`config.mk`:
```
export PLATFORM = sky130hd
export DESIGN_NAME = exc_seq
export DESIGN_NICKNAME = d
export VERILOG_FILES = /design/src/rtl/exc_seq_pkg.sv /design/src/rtl/exc_mem_port.sv /design/src/rtl/exc_arg_buf.sv /design/src/rtl/exc_seq.sv
export SDC_FILE = /design/constraint.sdc
export NUM_CORES = 1
export LEC_CHECK = 0
export BUFFER_PORTS_ARGS = -buffer_cell sky130_fd_sc_hd__buf_2
export CAP_MARGIN = 20
export CELL_PAD_IN_SITES_DETAIL_PLACEMENT = 0
export CELL_PAD_IN_SITES_GLOBAL_PLACEMENT = 2
export CORE_MARGIN = 2
export CORE_UTILIZATION = 36
export DETAILED_ROUTE_END_ITERATION = 8
export PLACE_DENSITY_LB_ADDON = 0.1
export SYNTH_ARGS = -nofsm -noshare
export SYNTH_HDL_FRONTEND = slang
export SYNTH_SLANG_ARGS = --single-unit
```
`constraint.sdc`:
```
create_clock -name clk -period 7.75 [get_ports clk]
set_clock_uncertainty 0.2 [all_clocks]
set_input_delay 0.3875 -clock clk [delete_from_list [all_inputs] [get_ports clk]]
set_output_delay 0.3875 -clock clk [all_outputs]
set_load 0.01 [all_outputs]
```
`src/rtl/exc_seq_pkg.sv`:
```
package exc_seq_pkg;

  localparam int WORD_W  = 32;
  localparam int FLAG_W  = 6;
  localparam int FLG_PRIV = 0;
  localparam int FLG_HWI  = 1;

  typedef enum logic [1:0] {
    CS_IDLE,
    CS_RUN,
    CS_HALT
  } ctl_e;

  typedef enum logic [3:0] {
    ST_VEC_IP,
    ST_VEC_SP,
    ST_SAVE_SP,
    ST_SAVE_FLG,
    ST_SAVE_IP,
    ST_SAVE_FP,
    ST_ARGS,
    ST_LD_FP,
    ST_LD_IP,
    ST_LD_FLG,
    ST_LD_SP
  } step_e;

  typedef enum logic [1:0] {
    FS_NONE   = 2'd0,
    FS_DOUBLE = 2'd1,
    FS_HALT   = 2'd2
  } fstat_e;

endpackage

```
`src/rtl/exc_mem_port.sv`:
```
module exc_mem_port #(
  parameter int AW = 32,
  parameter int DW = 32
) (
  input  logic          clk,
  input  logic          rst_n,
  input  logic          start,
  input  logic          we,
  input  logic [AW-1:0] addr,
  input  logic [DW-1:0] wdata,
  output logic          op_done,
  output logic          op_err,
  output logic [DW-1:0] op_rdata,
  output logic          mem_req_valid,
  input  logic          mem_req_ready,
  output logic          mem_we,
  output logic [AW-1:0] mem_addr,
  output logic [DW-1:0] mem_wdata,
  input  logic          mem_rsp_valid,
  input  logic          mem_rsp_err,
  input  logic [DW-1:0] mem_rdata
);

  logic vld_q;
  logic wait_q;

  // one transaction at a time: offer, then wait for its single response
  always_ff @(posedge clk) begin
    if (!rst_n) begin
      vld_q     <= 1'b0;
      wait_q    <= 1'b0;
      mem_we    <= 1'b0;
      mem_addr  <= '0;
      mem_wdata <= '0;
    end else if (vld_q) begin
      if (mem_req_ready) begin
        vld_q  <= 1'b0;
        wait_q <= 1'b1;
      end
    end else if (wait_q) begin
      if (mem_rsp_valid) wait_q <= 1'b0;
    end else if (start) begin
      vld_q     <= 1'b1;
      mem_we    <= we;
      mem_addr  <= addr;
      mem_wdata <= wdata;
    end
  end

  assign mem_req_valid = vld_q;
  assign op_done       = wait_q && mem_rsp_valid;
  assign op_err        = op_done && mem_rsp_err;
  assign op_rdata      = mem_rdata;

endmodule

```
`src/rtl/exc_arg_buf.sv`:
```
module exc_arg_buf #(
  parameter int MAX_ARGS = 2,
  parameter int DW       = 32,
  parameter int CNT_W    = 2
) (
  input  logic                   clk,
  input  logic                   rst_n,
  input  logic                   load,
  input  logic [MAX_ARGS*DW-1:0] load_args,
  input  logic [CNT_W-1:0]       load_cnt,
  input  logic                   prepend,
  input  logic [DW-1:0]          prep_word,
  input  logic [CNT_W-1:0]       sel,
  output logic [DW-1:0]          rd_word,
  output logic [CNT_W-1:0]       count
);

  localparam int              N_SLOT = MAX_ARGS + 1;
  localparam logic [CNT_W-1:0] CAP   = CNT_W'(MAX_ARGS);
  localparam logic [CNT_W-1:0] LAST  = CNT_W'(N_SLOT - 1);

  logic [DW-1:0] slot [N_SLOT];

  for (genvar i = 0; i < N_SLOT; i++) begin : g_slot
    always_ff @(posedge clk) begin
      if (!rst_n) begin
        slot[i] <= '0;
      end else if (load) begin
        if (i < MAX_ARGS) slot[i] <= load_args[i*DW +: DW];
        else              slot[i] <= '0;
      end else if (prepend) begin
        if (i == 0) slot[i] <= prep_word;
        else        slot[i] <= slot[(i > 0) ? i-1 : 0];
      end
    end
  end

  always_ff @(posedge clk) begin
    if (!rst_n)       count <= '0;
    else if (load)    count <= (load_cnt > CAP) ? CAP : load_cnt;
    else if (prepend) count <= count + CNT_W'(1);
  end

  assign rd_word = (sel <= LAST) ? slot[sel] : '0;

endmodule

```
`src/rtl/exc_seq.sv`:
```
module exc_seq
  import exc_seq_pkg::*;
#(
  parameter int          IDX_W    = 8,
  parameter int          NUM_EXC  = 16,
  parameter int          DF_INDEX = 2,
  parameter int          MAX_ARGS = 2,
  parameter logic [31:0] BOOT_IP  = 32'h0000_0100,
  parameter int          CNT_W    = $clog2(MAX_ARGS + 2)
) (
  input  logic                   clk,
  input  logic                   rst_n,
  input  logic                   req_valid,
  output logic                   req_ready,
  input  logic                   req_return,
  input  logic [IDX_W-1:0]       req_index,
  input  logic [CNT_W-1:0]       req_nargs,
  input  logic [32*MAX_ARGS-1:0] req_args,
  input  logic [31:0]            cur_sp,
  input  logic [31:0]            cur_fp,
  input  logic [31:0]            cur_ip,
  input  logic [5:0]             cur_flags,
  input  logic [31:0]            vec_base,
  output logic                   busy,
  output logic                   done,
  output logic [1:0]             fault_status,
  output logic [31:0]            out_sp,
  output logic [31:0]            out_fp,
  output logic [31:0]            out_ip,
  output logic [5:0]             out_flags,
  output logic                   mem_req_valid,
  input  logic                   mem_req_ready,
  output logic                   mem_we,
  output logic [31:0]            mem_addr,
  output logic [31:0]            mem_wdata,
  input  logic                   mem_rsp_valid,
  input  logic                   mem_rsp_err,
  input  logic [31:0]            mem_rdata
);

  localparam logic [31:0]       NUM_EXC_W = 32'(NUM_EXC);
  localparam logic [IDX_W-1:0]  DF_IDX    = IDX_W'(DF_INDEX);
  localparam logic [FLAG_W-1:0] FLG_RST   = FLAG_W'(1);
  localparam logic [31:0]       WSTEP     = 32'd4;

  ctl_e               ctl;
  step_e              step;
  logic               issued, is_ret, in_df;
  logic [IDX_W-1:0]   idx_q;
  logic [31:0]        base_q, osp_q, ofp_q, oip_q, hip_q, fp_new, sp_w;
  logic [FLAG_W-1:0]  oflg_q, ent_flg;
  logic [CNT_W-1:0]   arg_sel, arg_cnt;
  logic [1:0]         status_q;
  logic               done_q;

  logic               accept, start, fault, last_push, prepend;
  logic               op_we, op_done, op_err;
  logic [31:0]        op_addr, op_wdata, op_rdata, arg_word;
  logic [31:0]        idx_ext, vec_addr, push_addr;
  logic               bad_idx;

  assign accept    = (ctl == CS_IDLE) && req_valid;
  assign idx_ext   = {{(32-IDX_W){1'b0}}, idx_q};
  assign vec_addr  = base_q + (idx_ext << 3);
  assign bad_idx   = idx_ext >= NUM_EXC_W;
  assign push_addr = sp_w - WSTEP;

  // address, direction and data of the memory step now due
  always_comb begin
    op_we    = 1'b0;
    op_addr  = sp_w;
    op_wdata = '0;
    unique case (step)
      ST_VEC_IP:   op_addr = vec_addr;
      ST_VEC_SP:   op_addr = vec_addr + WSTEP;
      ST_SAVE_SP:  begin op_we = 1'b1; op_addr = push_addr; op_wdata = osp_q; end
      ST_SAVE_FLG: begin op_we = 1'b1; op_addr = push_addr; op_wdata = {{(32-FLAG_W){1'b0}}, oflg_q}; end
      ST_SAVE_IP:  begin op_we = 1'b1; op_addr = push_addr; op_wdata = oip_q; end
      ST_SAVE_FP:  begin op_we = 1'b1; op_addr = push_addr; op_wdata = ofp_q; end
      ST_ARGS:     begin op_we = 1'b1; op_addr = push_addr; op_wdata = arg_word; end
      default:     op_addr = sp_w;
    endcase
  end

  always_comb begin
    ent_flg           = oflg_q;
    ent_flg[FLG_PRIV] = 1'b1;
    ent_flg[FLG_HWI]  = 1'b0;
  end

  assign start     = (ctl == CS_RUN) && !issued && !((step == ST_VEC_IP) && bad_idx);
  assign fault     = (ctl == CS_RUN) &&
                     ((!issued && (step == ST_VEC_IP) && bad_idx) || op_err);
  assign prepend   = fault && !is_ret && !in_df;
  assign last_push = op_done && !op_err &&
                     (((step == ST_SAVE_FP) && (arg_cnt == '0)) ||
                      ((step == ST_ARGS) && (arg_sel + CNT_W'(1) == arg_cnt)));

  exc_mem_port #(.AW(32), .DW(32)) u_port (
    .clk           (clk),
    .rst_n         (rst_n),
    .start         (start),
    .we            (op_we),
    .addr          (op_addr),
    .wdata         (op_wdata),
    .op_done       (op_done),
    .op_err        (op_err),
    .op_rdata      (op_rdata),
    .mem_req_valid (mem_req_valid),
    .mem_req_ready (mem_req_ready),
    .mem_we        (mem_we),
    .mem_addr      (mem_addr),
    .mem_wdata     (mem_wdata),
    .mem_rsp_valid (mem_rsp_valid),
    .mem_rsp_err   (mem_rsp_err),
    .mem_rdata     (mem_rdata)
  );

  exc_arg_buf #(.MAX_ARGS(MAX_ARGS), .DW(32), .CNT_W(CNT_W)) u_args (
    .clk       (clk),
    .rst_n     (rst_n),
    .load      (accept),
    .load_args (req_args),
    .load_cnt  (req_nargs),
    .prepend   (prepend),
    .prep_word (idx_ext),
    .sel       (arg_sel),
    .rd_word   (arg_word),
    .count     (arg_cnt)
  );

  always_ff @(posedge clk) begin
    if (!rst_n) begin
      ctl       <= CS_IDLE;
      step      <= ST_VEC_IP;
      issued    <= 1'b0;
      is_ret    <= 1'b0;
      in_df     <= 1'b0;
      idx_q     <= '0;
      base_q    <= '0;
      osp_q     <= '0;
      ofp_q     <= '0;
      oip_q     <= '0;
      oflg_q    <= '0;
      hip_q     <= '0;
      fp_new    <= '0;
      sp_w      <= '0;
      arg_sel   <= '0;
      status_q  <= FS_NONE;
      done_q    <= 1'b0;
      out_sp    <= '0;
      out_fp    <= '0;
      out_ip    <= BOOT_IP;
      out_flags <= FLG_RST;
    end else begin
      done_q <= 1'b0;
      unique case (ctl)
        CS_IDLE: if (req_valid) begin
          ctl      <= CS_RUN;
          step     <= req_return ? ST_LD_FP : ST_VEC_IP;
          issued   <= 1'b0;
          is_ret   <= req_return;
          in_df    <= 1'b0;
          idx_q    <= req_index;
          base_q   <= vec_base;
          osp_q    <= cur_sp;
          ofp_q    <= cur_fp;
          oip_q    <= cur_ip;
          oflg_q   <= cur_flags;
          sp_w     <= cur_sp;
          arg_sel  <= '0;
          status_q <= FS_NONE;
        end
        CS_RUN: if (fault) begin
          issued <= 1'b0;
          if (is_ret || in_df) begin
            ctl      <= CS_HALT;
            status_q <= FS_HALT;
            done_q   <= 1'b1;
          end else begin
            // restart on the double-fault vector with the original state
            in_df    <= 1'b1;
            idx_q    <= DF_IDX;
            step     <= ST_VEC_IP;
            arg_sel  <= '0;
            status_q <= FS_DOUBLE;
          end
        end else begin
          if (start) issued <= 1'b1;
          if (op_done) begin
            issued <= 1'b0;
            unique case (step)
              ST_VEC_IP:   begin hip_q <= op_rdata; step <= ST_VEC_SP; end
              ST_VEC_SP:   begin sp_w <= op_rdata;  step <= ST_SAVE_SP; end
              ST_SAVE_SP:  begin sp_w <= push_addr; step <= ST_SAVE_FLG; end
              ST_SAVE_FLG: begin sp_w <= push_addr; step <= ST_SAVE_IP; end
              ST_SAVE_IP:  begin sp_w <= push_addr; step <= ST_SAVE_FP; end
              ST_SAVE_FP:  begin
                sp_w   <= push_addr;
                fp_new <= push_addr;
                step   <= ST_ARGS;
              end
              ST_ARGS:     begin sp_w <= push_addr; arg_sel <= arg_sel + CNT_W'(1); end
              ST_LD_FP:    begin ofp_q <= op_rdata; sp_w <= sp_w + WSTEP; step <= ST_LD_IP; end
              ST_LD_IP:    begin oip_q <= op_rdata; sp_w <= sp_w + WSTEP; step <= ST_LD_FLG; end
              ST_LD_FLG:   begin oflg_q <= op_rdata[FLAG_W-1:0]; sp_w <= sp_w + WSTEP; step <= ST_LD_SP; end
              ST_LD_SP:    begin
                out_sp    <= op_rdata;
                out_fp    <= ofp_q;
                out_ip    <= oip_q;
                out_flags <= oflg_q;
                done_q    <= 1'b1;
                ctl       <= CS_IDLE;
              end
              default: ;
            endcase
            if (last_push) begin
              out_sp    <= push_addr;
              out_fp    <= (step == ST_SAVE_FP) ? push_addr : fp_new;
              out_ip    <= hip_q;
              out_flags <= ent_flg;
              done_q    <= 1'b1;
              ctl       <= CS_IDLE;
            end
          end
        end
        default: ;
      endcase
    end
  end

  assign req_ready    = (ctl == CS_IDLE);
  assign busy         = (ctl == CS_RUN);
  assign done         = done_q;
  assign fault_status = status_q;

endmodule

```
# ---- Yosys cells after proc, flatten, opt, wreduce, memory -nomap -nowiden
# Memories as Yosys holds them, arrays and structs flattened. A register that Yosys moved wholly into a read port is not among the register bits.
# Cells that the tools add are included.
dict set report totals {
  ff_bits 423
  ram_bits 96
  inputBits 247
  output_inout_bits 173
  word_cells 222
  n_memories 1
}
# memory words word_bits rd rd_ports_with_merged_regs write_ports line
set memory_table {}
lappend memory_table {u_args.slot 3 32 3 1 3 exc_arg_buf.sv:22} ;# logic [DW-1:0] slot [N_SLOT];
dict set report classes {
  add_sub_neg 6
  order_cmp 3
  eq_ne 29
  muxes 100
  bitwise_logic 9
  reduce_logical 47
}
# operator n
set ops {}
lappend ops {{$mux W32} 25}
lappend ops {{$pmux W32 S2} 3}
lappend ops {{$pmux W32 S3} 2}
lappend ops {{$pmux W32 S5} 1}
lappend ops {{$add A32 B3 Y32 const B} 2}
lappend ops {{$mux W2} 18}
lappend ops {{$mux W6} 6}
lappend ops {{$pmux W4 S9} 1}
lappend ops {{$reduce_and A5 Y1} 7}
lappend ops {{$add A32 B11 Y32} 1}
lappend ops {{$sub A32 B3 Y32 const B} 1}
lappend ops {{$mux W1} 28}
lappend ops {{$mux W8} 3}
lappend ops {{$eq A4 B3 Y1 const B} 4}
lappend ops {{$mux W4} 4}
lappend ops {{$pmux W8 S2} 1}
lappend ops {{$logic_and A1 B1 Y1} 15}
lappend ops {{$eq A4 B4 Y1 const B} 3}
lappend ops {{$pmux W2 S2} 3}
lappend ops {{$pmux W6 S2} 1}
lappend ops {{$reduce_and A3 Y1} 4}
lappend ops {{$reduce_and A4 Y1} 3}
lappend ops {{$ne A11 B1 Y1 const B} 1}
lappend ops {{$ne A2 B1 Y1 const B} 5}
lappend ops {{other kinds (27)} 52}

# ---- Depth between registers and ports, before layout
# Gate-level depths: netlist (run 1).
dict set report depth {
  word_depth 12
  ltp_mapped 13
  mapped_depth_nobuf 11
}

# ---- By module
# A second synthesis (run 1) with hierarchy kept.
dict set report unflattened {
  hier_cells 3378
  hier_area_um2 27208.6
}
# module n_inst cells_per_inst area_each_um2 seq_area_each_um2
set modules_own_cells {}
lappend modules_own_cells {exc_seq 1 2591 19428.6 7086.8}
lappend modules_own_cells {exc_arg_buf 1 455 5062.4 2922.8}
lappend modules_own_cells {exc_mem_port 1 332 2717.6 1341.3}

# ---- Least setup slack after synthesis (run 1)
# No wires, ideal clock.
dict set report synth_timing {
  kind {register -> register}
  start {register step[2]}
  end {memory u_args.slot[0][0], enable pin}
  setup_time_ns 0.418
  arrival_ns 2.931
  t_required_ns 7.132
  slack_ns 4.201
  stages_incl_launch_ff 8
  path_buffers 2
  synth_period_minus_slack_ns 3.549
  path_cell_list {dfxtp_1 clkbuf_1 or4_1 clkbuf_1 nor3_1 a31o_2 a31oi_1 inv_1}
}
# item line
set synth_rtl {}
lappend synth_rtl {{from (decl)} exc_seq.sv:47} ;# step_e step;
lappend synth_rtl {{from (signal assigned)} exc_seq.sv:160} ;# step <= req_return ? ST_LD_FP : ST_VEC_IP;
lappend synth_rtl {{to (decl)} exc_arg_buf.sv:22}

# ---- Worst setup path in the final report (run 1)
dict set report layout_timing {
  start {register step[0]}
  end {register out_fp[6]}
}
dict set report layout_via {
  elab_chain_cells 7
  elab_cells_between_ends 17
  cone_classes {3 x eq/ne; 2 x mux; 1 x bitwise; 11 x reduce/logical}
}
# item line
set layout_lines {}
lappend layout_lines {{parallel branches: the longest is 7 deep, another holds $eq A4 B3 Y1} --}
lappend layout_lines {{to (signal assigned)} exc_seq.sv:209} ;# out_fp <= ofp_q;
lappend layout_lines {{to (signal assigned)} exc_seq.sv:219} ;# out_fp <= (step == ST_SAVE_FP) ? push_addr : fp_new;
lappend layout_lines {{to (decl)} exc_seq.sv:28} ;# output logic [31:0] out_fp,
# Parallel ways; which one is timed is not known.
# A chain may end at the register's enable or synchronous reset.

==> metrics.md, run 1 <==
| Metric | Value |
|---|---|
| Tot Pwr | 0.00770 W |
| Hold Crit Depth | 3 |
| Ys async rst share | 0 |
| DP HPWL | 80,900 µm |
| DR vias/cell | 5.69 |
| Area contributors post-synth | dfxtp_1, edfxtp_1, a21oi_1 |
| Total congestion overflow | 0 |
| Status | finished, final reports clean |
| Area of the multi-input gates | 13,100 µm² |
| RD Place Congestion | 0.904 |
| Cell count after synthesis | 3,054 |
| Reg-to-reg startpoint | step[0] |
| DRC viols | 0 |
| Crit-path cells | nand2b_1 > nor2_4 > buf_4 > a32oi_1 > nor3_2 > buf_4 > nor2_1 > nor2_4 > buf_4 > o211ai_1 > o21ai_0 > nor2_1 |
| Critical path startpoint category | register |
| Crit path DAT | 4.80 ns |
| Avg Cell Area, Syn | 8.36 µm² |
| Max Slew Vio Count | 0 |
| Worst hold start | cur_fp[8] |
| H-tree level count | 2 |
| TritonCTS Buffers | 59 |
| Post-synth top cells | nand2_1, dfxtp_1, a21oi_1 |
| Flops & latches, synth | 521 |
| Wire per inst | 25.5 µm |
| Detailed Route Iter0 Violations | 2,805 |
| Antenna-violating nets left | 0 |
| Worst rel slew slack | 0.250 |
| Die X-Extent | 270 µm |
| Mapped Area | 25,500 µm² |
| Register area share after synthesis | 0.446 |
| CTS tree | done |
| DRT Pass-1 Iters | 7 |
| Mapped Nets | 3,315 |
| Post-synth top area cell | dfxtp_1 |
| Most common cell in the synthesized netlist | nand2_1 |
| Final hold vios | 0 |
| Crit path largest cell delay | 0.82 ns |
| Register area | 11,400 µm² |
| Worst endpoint required time | 8.05 ns |
| Fillers | 7,050 |
| Reg2reg end | out_fp[6] |
| Setup violations, final | 0 |
| HP Class | input pin to register |
| Period utilization | 0.580 |
| Max FFs per register | 96 |
| Worst Setup Path Type | register to register |
| Clock tree buffer depth | 3 |
| Critical-path top delay cell | dfxtp_1 |
| Row cnt | 97 |
| Antenna violations before repair | 12 |
| Vias in the first global route | 24,460 |
| Die Height | 270 µm |
| Core Footprint | 70,100 µm² |
| First-pass GRT wire length | 168,000 µm |
| R2r worst-path depth | 12 |
| Worst-path clk slew | 0.06 ns |
| Slew @ Worst Pin | 1.13 ns |
| Flop2flop setup slack | 3.25 ns |
| Largest net degree at the start of global routing | 101 |
| Final net count | 3,805 |
| Crit-path max FO | 93 |
| Initial Util | 0.364 |
| Unrepaired setup endpoints after global routing | no |
| Crit path top cell by count | buf_4 |
| Main flop type after synthesis | dfxtp_1 |
| Port buffer count | 419 |
| PD cells | 235 nW/µm² |
| IO Pins | 420 |
| Post-CTS setup buffers | 0 |
| Routed Wire Length | 116,000 µm |
| Maximum VDD drop | 0.000165 V |
| GRT Util Overall | 0.305 |
| Post-CTS sizing | 0 |
| Synth cell types | 86 |
| Die Area | 73,100 µm² |
| Largest Register | u_args.slot |
| CP endpoint kind | register |
| Leak Pwr | 12.6 nW |
| Max Cap Viol | 0 |
| Min Clock Period, post-route | 4.50 ns |
| Clock Latency Late Sink | 0.65 ns |
| Setup TNS | 0 ns |
| Area share of the largest cell type after synthesis | 0.333 |
| Ys Warns | 0 |
| EDFF count, synth | 96 |
| Fmax | 222 MHz |
| Layout cells sized above 1 | 0.172 |
| Clock Tree Root | clkbuf_16 |
| Layout overhead on the synthesized area | 28.3% |
| Vias | 25,826 |
| CTS Sinks | 521 |
| Worst Hold End | ofp_q[8] |
-- through the flow --
step	hold WS, ns	area [µm²]	util	cells	setup WS, ns
finish	0.0201	32700	0.467	4541	3.25
global route	0.0263	32700	0.467	4537	2.90
CTS	0.00183	32700	0.467	4535	3.29
detailed placement	0.244	28200	0.403	4184	3.31
global placement	0.241	28200	0.402	4181	3.35
floorplan	0.236	25500	-	3054	4.20
-- final cells by class --
| class | instances | share of cell area |
|---|---|---|
| flip-flops and latches | 521 | 0.348 |
| diodes | 6 | 0.000459 |
| multi-input cells | 2238 | 0.401 |
| well taps | 940 | 0.0359 |
| repair buffers | 705 | 0.149 |
| clock inverters | 35 | 0.0138 |
| clock buffers | 77 | 0.0499 |
| inverters | 19 | 0.00241 |
-- layer usage --
layer  track usage  vias to the layer above  wire length [µm]
met5             0                        -                28
met4        0.0868                        4              3180
met2         0.480                     1043             52400
met3        0.0561                      159              9290
li1              -                    12024                 -
met1         0.425                    12596             50800
-- worst max-delay path: cells and delay by family (launching register included) --
kind / cells / cell delay [ns]
compound gates: 3 / 0.44
buf+inv: 3 / 1.75
flops: 1 / 0.82
simple gates: 6 / 1.04
-- where the power goes --
| part | leakage, nW | switching [W] | internal [W] |
|---|---|---|---|
| Combinational | 7.11 | 0.000979 | 0.000510 |
| Sequential | 4.52 | 0.000214 | 0.00297 |
| Clock | 1.02 | 0.00124 | 0.00179 |
| Total | 12.6 | 0.00243 | 0.00527 |
-- placed cells by master, fill, tap and decap left out, types with 32 or more instances in the layout --
cell,Yosys,layout
a21oi_1,410,409
xor2_1,38,38
a22o_1,51,51
nor3_1,35,32
edfxtp_1,96,96
dfxtp_1,425,424
xnor2_1,57,57
nor2_1,309,301
buf_2,22,420
o21ai_0,137,137
nand2_1,438,437
clkbuf_16,0,60
and3_1,41,41
buf_4,3,44
nand3_1,50,50
mux2i_1,102,102
a211oi_1,149,149
dlygate4sd3_1,0,239
o211ai_1,50,50
and2_1,71,70
-- cells by family (layout without fill, tap and decap cells) --
group | Yosys count | after routing | synth area share
and+or+nand+nor | 1046 | 1046 | 0.183
DFF | 521 | 521 | 0.446
buffers and inverters | 295 | 836 | 0.0450
AOI/OAI and AO/OA | 978 | 978 | 0.244
xor gates and xnor gates | 95 | 95 | 0.0326
other | 0 | 6 | 0
adders and majority gates | 14 | 14 | 0.00716
muxes | 105 | 105 | 0.0418
-- worst max path at each step --
| stage | slack (ns) | depth (start not counted) | start | to |
|---|---|---|---|---|
| after detailed placement | 3.31 | 11 | step[0] | out_sp[13] |
| final | 3.25 | 12 | step[0] | out_fp[6] |
| after global placement | 3.35 | 12 | step[0] | out_fp[6] |
| after CTS | 3.29 | 11 | step[0] | out_sp[15] |
| after floorplan | 4.20 | 7 | step[2] | u_args.slot[0][0] |
| after global routing | 2.90 | 11 | step[0] | out_sp[10] |
-- timing repair --
item,CTS,global route
hold buffers,239,0
endpoints found under the hold margin,261,0
setup endpoints to repair,0,0
(Power assumes the default switching activity.)
==> run 2: changes to the inputs <==
--- a/config.mk
+++ b/config.mk
@@ -10,7 +10,7 @@
 export CELL_PAD_IN_SITES_DETAIL_PLACEMENT = 0
 export CELL_PAD_IN_SITES_GLOBAL_PLACEMENT = 2
 export CORE_MARGIN = 2
-export CORE_UTILIZATION = 36
+export CORE_UTILIZATION = 34
 export DETAILED_ROUTE_END_ITERATION = 8
 export PLACE_DENSITY_LB_ADDON = 0.1
 export SYNTH_ARGS = -nofsm -noshare
==> constraint.sdc (replaced) <==
create_clock -name clk -period 4.3 [get_ports clk]
set_clock_uncertainty 0.2 [all_clocks]
set_input_delay 0.215 -clock clk [delete_from_list [all_inputs] [get_ports clk]]
set_output_delay 0.215 -clock clk [all_outputs]
set_load 0.01 [all_outputs]
==> run 2 against run 1 <==
  * Sequential share of layout area fell by 0.67 points
  * Register-to-register slack worse by 2.8 ns
  * Critical path type unchanged
  * Sequential cell count unchanged
  * Critical endpoint is now u_port.mem_addr[28]
  * First-iteration DRC count down 7.8%
  * Critical path depth fell by 1
  * Clock-buffer cell count grew 11
  * Final cell count is 2.0% higher
  * Largest cell class unchanged
==> metrics.md, run 2 (same netlist as run 1, synthesis figures left out) <==
| Metric | Value |
|---|---|
| TritonCTS Buffers | 60 |
| Worst rel slew slack | 0.216 |
| Routed Wire Length | 118,000 µm |
| Total congestion overflow | 0 |
| Max FFs per register | 96 |
| PD cells | 418 nW/µm² |
| DRT Pass-1 Iters | 7 |
| Largest Register | u_args.slot |
| Crit path DAT | 4.17 ns |
| Worst endpoint required time | 4.62 ns |
| Clock tree buffer depth | 3 |
| Critical path startpoint category | register |
| GRT Util Overall | 0.293 |
| Die Height | 278 µm |
| Antenna violations before repair | 5 |
| Detailed Route Iter0 Violations | 2,586 |
| DR vias/cell | 5.60 |
| Layout overhead on the synthesized area | 30.8% |
| Status | finished, final reports clean |
| Worst hold slack | 0.0373 ns |
| Commonest cells after routing, fill and taps aside | nand2_1, dfxtp_1, buf_2 |
| Layout cells sized above 1 | 0.179 |
| Row cnt | 100 |
| Crit-path max FO | 11 |
| CP endpoint kind | register |
| Fmax | 259 MHz |
| Vias | 25,920 |
| Final net count | 3,866 |
| Vias in the first global route | 24,498 |
| Antenna-violating nets left | 0 |
| Placed cell area | 28,700 µm² |
| Setup violations, final | 0 |
| Leading cell type in the layout, fill and taps excluded | nand2_1 |
| Min Clock Period, post-route | 3.85 ns |
| Clock Latency Late Sink | 0.66 ns |
| Die X-Extent | 278 µm |
| Core Footprint | 74,400 µm² |
| Die Area | 77,300 µm² |
| Clock Tree Root | clkbuf_16 |
| Initial Util | 0.343 |
| Leak Pwr | 13.0 nW |
| Max Slew Vio Count | 0 |
| Post-CTS setup buffers | 0 |
| RD Place Congestion | 0.905 |
| Port buffer count | 419 |
| First-pass GRT wire length | 169,000 µm |
| HP Class | input pin to register |
| Period utilization | 0.896 |
| Slew @ Worst Pin | 1.17 ns |
| H-tree level count | 2 |
| Setup TNS | 0 ns |
| IO Pins | 420 |
| Max Cap Viol | 0 |
| Maximum VDD drop | 0.000386 V |
| Worst Setup Path Type | register to register |
| Wire per inst | 25.5 µm |
| CTS tree | done |
| Final hold vios | 0 |
| Unrepaired setup endpoints after global routing | no |
| Worst-path clk slew | 0.06 ns |
| DRC viols | 0 |
| Finished Cell Area | 33,400 µm² |
| CTS Sinks | 521 |
| DP HPWL | 83,800 µm |
| Largest net degree at the start of global routing | 144 |
## run 2: path summary, 6_finish.rpt
kind / startpoint / end / slack [ns] / depth (start not counted)
min: rst_n / idx_q[1] / 0.04 / 3
max reg2reg: idx_q[0] / u_port.mem_addr[28] / 0.45 / 11
min reg2reg: out_sp[15] / out_sp[15] / 0.25 / 2
max: idx_q[0] / u_port.mem_addr[28] / 0.45 / 11
## run 2: timing repair
| action | 4_1_cts | 5_1_grt |
|---|---|---|
| hold buffers | 260 | 0 |
| hold endpoints to repair | 312 | 0 |
| gates resized for setup | 0 | 0 |
## run 2: report_power, final
part	leakage, nW	total (W)	internal (W)	switching [W]
clock	1.02	0.00543	0.00320	0.00223
sequential	4.52	0.00571	0.00535	0.000364
combinational	7.43	0.00281	0.00102	0.00179
## run 2: worst max-delay path, cell delays in order (launching register included)
cell	delay [ns]
dfxtp_1	0.33
ha_1	0.24
fa_1	0.42
a211o_2	0.36
a211oi_2	0.22
buf_4	0.20
o211ai_1	0.21
nand4b_1	0.32
nor3_1	0.49
nand4_1	0.23
o32a_1	0.36
and3_1	0.17
## run 2: metal layers
metal  vias to the layer above  share of wire  global-route usage
met5                         -              0                   0
met3                       149          0.074              0.0559
met2                       985           0.45               0.460
li1                      12156              -                   -
met4                         0          0.029              0.0861
met1                     12630           0.45               0.409
## run 2: cell type report
| class | count | area, µm² |
|---|---|---|
| sequential | 521 | 11400 |
| clock buffer | 88 | 1760 |
| clock inverter | 25 | 335 |
| antenna | 5 | 12.5 |
| multi-input combinational | 2238 | 13100 |
| tap | 969 | 1210 |
| inverter | 19 | 78.8 |
| timing repair buffer | 765 | 5510 |
| fill | 7392 | 41100 |
## run 2: metrics by stage
step / instances / total power (W) / util / setup WS [ns]
5_1_grt: 4625 / 0.0145 / 0.448 / 0.147
2_1_floorplan: 3054 / 0.00715 / - / 0.751
3_3_place_gp: 4252 / 0.00838 / 0.385 / 0.511
3_5_place_dp: 4252 / 0.00839 / 0.385 / 0.505
4_1_cts: 4625 / 0.0140 / 0.448 / 0.475
6_report: 4630 / 0.0140 / 0.449 / 0.446
